**src/rtl/vred_pkg.sv**
```systemverilog
package vred_pkg;

  localparam int SCALAR_W = 64;

  typedef enum logic [1:0] {
    LANE_B8  = 2'b00,
    LANE_B16 = 2'b01,
    LANE_B32 = 2'b10,
    LANE_B64 = 2'b11
  } lane_sz_e;

  localparam logic [7:0] OPC_HI  = 8'b0000_0100;
  localparam logic [3:0] OPC_MID = 4'b0110;
  localparam logic [1:0] OPC_B17 = 2'b10;
  localparam logic [2:0] OPC_LO  = 3'b001;

endpackage

```
**src/rtl/vred_lane_mask.sv**
```systemverilog
module vred_lane_mask #(
  parameter int VLEN = 256
) (
  input  logic [VLEN-1:0]   vec_i,
  input  logic [VLEN/8-1:0] pred_i,
  input  logic [1:0]        size_i,
  output logic [VLEN-1:0]   vec_o
);
  localparam int NBYTE = VLEN / 8;

  for (genvar b = 0; b < NBYTE; b++) begin : g_byte
    localparam int LEAD16 = (b / 2) * 2;
    localparam int LEAD32 = (b / 4) * 4;
    localparam int LEAD64 = (b / 8) * 8;
    logic act;

    always_comb begin
      unique case (size_i)
        2'b00:   act = pred_i[b];
        2'b01:   act = pred_i[LEAD16];
        2'b10:   act = pred_i[LEAD32];
        default: act = pred_i[LEAD64];
      endcase
    end

    assign vec_o[b*8 +: 8] = vec_i[b*8 +: 8] | {8{~act}};
  end

endmodule

```
**src/rtl/vred_and_tree.sv**
```systemverilog
module vred_and_tree #(
  parameter int VLEN = 256
) (
  input  logic [VLEN-1:0] vec_i,
  output logic [7:0]      fold8_o,
  output logic [15:0]     fold16_o,
  output logic [31:0]     fold32_o,
  output logic [63:0]     fold64_o
);
  localparam int LV64  = $clog2(VLEN / 64);
  localparam int NLVL  = LV64 + 3;

  logic [VLEN-1:0] lvl [0:NLVL];

  assign lvl[0] = vec_i;

  for (genvar k = 0; k < NLVL; k++) begin : g_lvl
    localparam int W = VLEN >> k;
    assign lvl[k+1] = {{(VLEN - W/2){1'b1}},
                       lvl[k][W/2-1:0] & lvl[k][W-1:W/2]};
  end

  assign fold64_o = lvl[LV64][63:0];
  assign fold32_o = lvl[LV64+1][31:0];
  assign fold16_o = lvl[LV64+2][15:0];
  assign fold8_o  = lvl[LV64+3][7:0];

endmodule

```
**src/rtl/vred_insn_decode.sv**
```systemverilog
module vred_insn_decode
  import vred_pkg::*;
(
  input  logic [31:0] word_i,
  output logic        match_o,
  output logic [1:0]  size_o,
  output logic [2:0]  pg_o,
  output logic [4:0]  zn_o,
  output logic [4:0]  vd_o
);
  always_comb begin
    match_o = (word_i[31:24] == OPC_HI)  &&
              (word_i[21:18] == OPC_MID) &&
              (word_i[17:16] == OPC_B17) &&
              (word_i[15:13] == OPC_LO);
    size_o  = word_i[23:22];
    pg_o    = word_i[12:10];
    zn_o    = word_i[9:5];
    vd_o    = word_i[4:0];
  end

endmodule

```
**src/rtl/vred_and_unit.sv**
```systemverilog
module vred_and_unit
  import vred_pkg::*;
#(
  parameter int VLEN = 256
) (
  input  logic                clk,
  input  logic                rst_n,
  input  logic                in_valid,
  output logic                in_ready,
  input  logic [VLEN-1:0]     in_vec,
  input  logic [VLEN/8-1:0]   in_pred,
  input  logic [1:0]          in_size,
  output logic                out_valid,
  input  logic                out_ready,
  output logic [SCALAR_W-1:0] out_data,
  input  logic [31:0]         insn_word,
  output logic                insn_match,
  output logic [1:0]          insn_size,
  output logic [2:0]          insn_pg,
  output logic [4:0]          insn_zn,
  output logic [4:0]          insn_vd
);
  logic [1:0]          rst_sync_q;
  logic                rst_s_n;
  logic [VLEN-1:0]     masked;
  logic [7:0]          f8;
  logic [15:0]         f16;
  logic [31:0]         f32;
  logic [63:0]         f64;
  logic [SCALAR_W-1:0] result;
  logic                accept;
  logic                valid_q, valid_d;
  logic [SCALAR_W-1:0] data_q, data_d;

  always_ff @(posedge clk or negedge rst_n) begin
    if (!rst_n) rst_sync_q <= 2'b00;
    else        rst_sync_q <= {rst_sync_q[0], 1'b1};
  end
  assign rst_s_n = rst_sync_q[1];

  vred_lane_mask #(.VLEN(VLEN)) u_mask (
    .vec_i (in_vec),
    .pred_i(in_pred),
    .size_i(in_size),
    .vec_o (masked)
  );

  vred_and_tree #(.VLEN(VLEN)) u_tree (
    .vec_i   (masked),
    .fold8_o (f8),
    .fold16_o(f16),
    .fold32_o(f32),
    .fold64_o(f64)
  );

  vred_insn_decode u_dec (
    .word_i (insn_word),
    .match_o(insn_match),
    .size_o (insn_size),
    .pg_o   (insn_pg),
    .zn_o   (insn_zn),
    .vd_o   (insn_vd)
  );

  always_comb begin
    unique case (lane_sz_e'(in_size))
      LANE_B8:  result = {{(SCALAR_W-8){1'b0}},  f8};
      LANE_B16: result = {{(SCALAR_W-16){1'b0}}, f16};
      LANE_B32: result = {{(SCALAR_W-32){1'b0}}, f32};
      default:  result = f64;
    endcase
  end

  assign in_ready = rst_s_n && (!valid_q || out_ready);
  assign accept   = in_valid && in_ready;

  always_comb begin
    valid_d = valid_q;
    data_d  = data_q;
    if (accept) begin
      valid_d = 1'b1;
      data_d  = result;
    end else if (out_ready) begin
      valid_d = 1'b0;
    end
  end

  always_ff @(posedge clk or negedge rst_s_n) begin
    if (!rst_s_n) valid_q <= 1'b0;
    else          valid_q <= valid_d;
  end

  always_ff @(posedge clk or negedge rst_s_n) begin
    if (!rst_s_n)    data_q <= '0;
    else if (accept) data_q <= data_d;
  end

  assign out_valid = valid_q;
  assign out_data  = data_q;

endmodule

```
**config.mk**
```make
export PLATFORM = sky130hd
export DESIGN_NAME = vred_and_unit
export DESIGN_NICKNAME = d
export VERILOG_FILES = /design/src/rtl/vred_pkg.sv /design/src/rtl/vred_lane_mask.sv /design/src/rtl/vred_and_tree.sv /design/src/rtl/vred_insn_decode.sv /design/src/rtl/vred_and_unit.sv
export SDC_FILE = /design/constraint.sdc
export NUM_CORES = 1
export LEC_CHECK = 0
export BUFFER_PORTS_ARGS = -buffer_cell sky130_fd_sc_hd__buf_4
export CORE_AREA = 2 2 160 162
export CTS_BUF_LIST = sky130_fd_sc_hd__clkbuf_8
export CTS_CLUSTER_DIAMETER = 80
export DETAILED_ROUTE_END_ITERATION = 16
export DIE_AREA = 0 0 162 164
export HOLD_SLACK_MARGIN = 0.02
export PLACE_DENSITY = 0.59
export REMOVE_ABC_BUFFERS = 1
export SLEW_MARGIN = 20
export SYNTH_ARGS = -nofsm -noshare
export SYNTH_HDL_FRONTEND = slang
export SYNTH_SLANG_ARGS = --single-unit
```
**constraint.sdc**
```tcl
create_clock -name clk -period 4.8 [get_ports clk]
set_clock_uncertainty 0.05 [all_clocks]
set_input_delay 0.72 -clock clk [delete_from_list [all_inputs] [get_ports clk]]
set_output_delay 0.72 -clock clk [all_outputs]
set_load 0.05 [all_outputs]
```
==> results.txt <==
Unrepaired setup endpoints after global routing = no
Die width = 162 µm
Yosys cell types = 55
Xor/xnor share of the synthesized area = 0%
Number of global-route vias before repair = 7282
Fin crit share = 72.56%
Ant diodes = 0
Die Height = 164 µm
Primary FF master, synth = dfrtp_1
Area leader, netlist = dfrtp_1
Grt ovf = 0
First-pass GRT wire length = 46.60 mm
Initial antenna violation count = 0
Root Buffer = clkbuf_8
CTS tree = done
Cells after Synth = 659
Hpwl dp = 26.52 mm
Sequential fraction of the synthesis area = 30.28%
Initial Utilization = 22.31%
Synth area leaders = dfrtp_1, o22ai_1, a211oi_1, a22o_1, a21oi_1
Detailed Route WL = 32.66 mm
Worst min path class = in -> async
Sink Count = 67
DR WL/cell = 24.41 µm
Mux contribution to synthesized area = 3.073%
H-tree levels = 3
Post-synth top area share = 30.28%
Worst-path fanout max = 19
Crit path time final = 3.483 ns
Share of layout cells above drive strength 1 = 45.04%
Later-pin clock latency in the skew report = 0.36 ns
Setup_tns = 0 ns
R2R Path End = out_data[61]
Post-CTS Resized = 0
Worst reg-to-reg path cell count = 5
Asr flop ratio synth = 100.0%
Count leader, synth = o22ai_1
Worst VDD drop = 0.07695 mV
Synth Area in Compound Gates = 36.70%
DRT Pass-1 Iters = 5
Final GP Congestion = 0.8372
Crit path required time = 5.04 ns
#FFs+latches synth = 67
Fmax = 287.1 MHz
Largest net degree at the start of global routing = 43
Num ports = 408
Total GRT Usage = 23.79%
Hold_buf cts = 0
Crit Reg-Reg Startpoint = rst_sync_q[1]
Finished layout cell area = 8738 µm²
Fraction of the mapped netlist area in adder cells = 1.356%
Setup violations, final = 0
Worst slew pin tran = 1.005 ns
Simple logic cell fraction of the synthesized area = 21.79%
CP arrival = 3.72 ns
Core area = 24820 µm²
Row count = 58
Normalized max-slew margin = 32.97%
Worst reg2reg setup slack = 1.93 ns
Post-synth EDFFs = 0
Fill count = 2638
Pwr/cell area = 244.7 nW/µm²
Final hold violations = 0
CP Capture Type = flip-flop
Fin nets = 1336
Via count = 7055
PortBufs = 377
Die Area = 26570 µm²
Clock slew at the register clock pins of the worst setup and hold paths = 0.08 ns
Via density = 5.273
Hold WS = 0.08223 ns
Final Max Slew Viols = 0
Leak = 3.963 nW
Post-CTS Setup Inserts = 0
Post-Syn Area = 5537 µm²
Crit start category = input port
1st-iter DRT viols = 419
# DRC = 0
CTS Buf Count = 9
Most instantiated cells after synthesis = o22ai_1, dfrtp_1, a21oi_1, nor2_1, a211oi_1
Synth-to-layout area growth = 57.83%
Largest family of logic cells by synthesized area = compound AO/OA/AOI/OAI gates
Max Cap Viol = 0
Average cell area after synthesis = 8.401 µm²
Placed inst area = 8578 µm²
Final ANT Viol Nets = 0
Warnings, synthesis = 0
Crit path kind = in -> reg
Status = finished clean
Max Root-Sink Buffers = 2
-- critical path, cell delays in order --
cell	delay, ns
buf_4	0.12
inv_1	0.09
ha_1	0.73
buf_4	0.36
nor2b_1	0.08
o32ai_2	0.66
o22ai_1	0.26
nor3b_2	0.27
a41oi_1	0.22
o21ai_1	0.20
-- power by group --
| group | switching, mW | internal [mW] |
|---|---|---|
| combinational | 0.637 | 0.411 |
| sequential | 0.0457 | 0.622 |
| clock | 0.230 | 0.193 |
-- metrics by stage --
step	total power, mW	std cells	worst slack, ns	util (%)
after global routing	2.240	1338	1.093	35.21
final	2.138	1338	1.317	35.21
after CTS	2.147	1338	1.202	35.21
after detailed placement	1.724	1323	0.8313	34.56
after floorplan	1.218	601	0.1148	-
after global placement	1.722	1323	0.8806	34.56
-- state kept, by name, indices dropped and copies added (netlist names) --
signal and flops:
rst_sync_q 2, out_valid 1, out_data 64
-- per-layer routing --
metal	track usage [%]	wire length [µm]	up-vias
met4	7.160	716	0
li1	-	-	3270
met3	8.359	3065	45
met2	38.18	15180	389
met5	0	0	-
met1	30.10	13700	3351
-- worst max-delay path by stage --
| stage | start | end | cells after the start |
|---|---|---|---|
| floorplan | rst_sync_q[1] | out_data[6] | 4 |
| detailed placement | in_size[1] | out_data[6] | 10 |
| global placement | in_size[1] | out_data[6] | 10 |
| global route | in_size[1] | out_data[6] | 10 |
| CTS | in_size[1] | out_data[6] | 10 |
| finish | in_size[1] | out_data[4] | 10 |
-- layout by cell type (no fill, tap or decap), types with 3 or more instances in the layout --
master and count:
nand3_1 7, nand2_1 35, o21ai_1 17, and3_1 11
nor3_1 24, and2_1 12, a211oi_1 41, mux2i_2 8
o21ai_0 12, nor4_1 8, nor2_1 49, inv_1 14
buf_4 392, or2_2 5, o2111ai_1 7, dfrtp_1 66
a2111oi_2 3, nand2b_1 21, a22o_1 32, or3b_1 3
a21o_1 6, a22oi_2 4, nor2b_1 8, a31oi_1 4
clkinv_2 3, nand4_1 14, mux2i_1 6, clkbuf_8 10
o32ai_2 4, ha_1 4, a21oi_1 52, o22ai_1 78
nor4_2 11, o22a_1 3
-- logic make-up (layout without fill, tap and decap cells) --
group,count (synthesis),after routing
other cells,1,1
fa+ha+maj,6,6
compound gates,284,284
mux,14,14
simple gates,217,217
buf+inv,70,419
flops,67,67
-- final cells by class --
class | count | area [µm²] | area share, %
well taps | 330 | 412.9 | 4.725
repair buffers | 392 | 2943 | 33.68
inverters | 12 | 45.04 | 0.5155
flip-flops and latches | 67 | 1680 | 19.23
clock buffers | 10 | 137.6 | 1.575
multi-input cells | 522 | 3497 | 40.02
clock inverters | 5 | 22.52 | 0.2577
(Power assumes the default switching activity.)
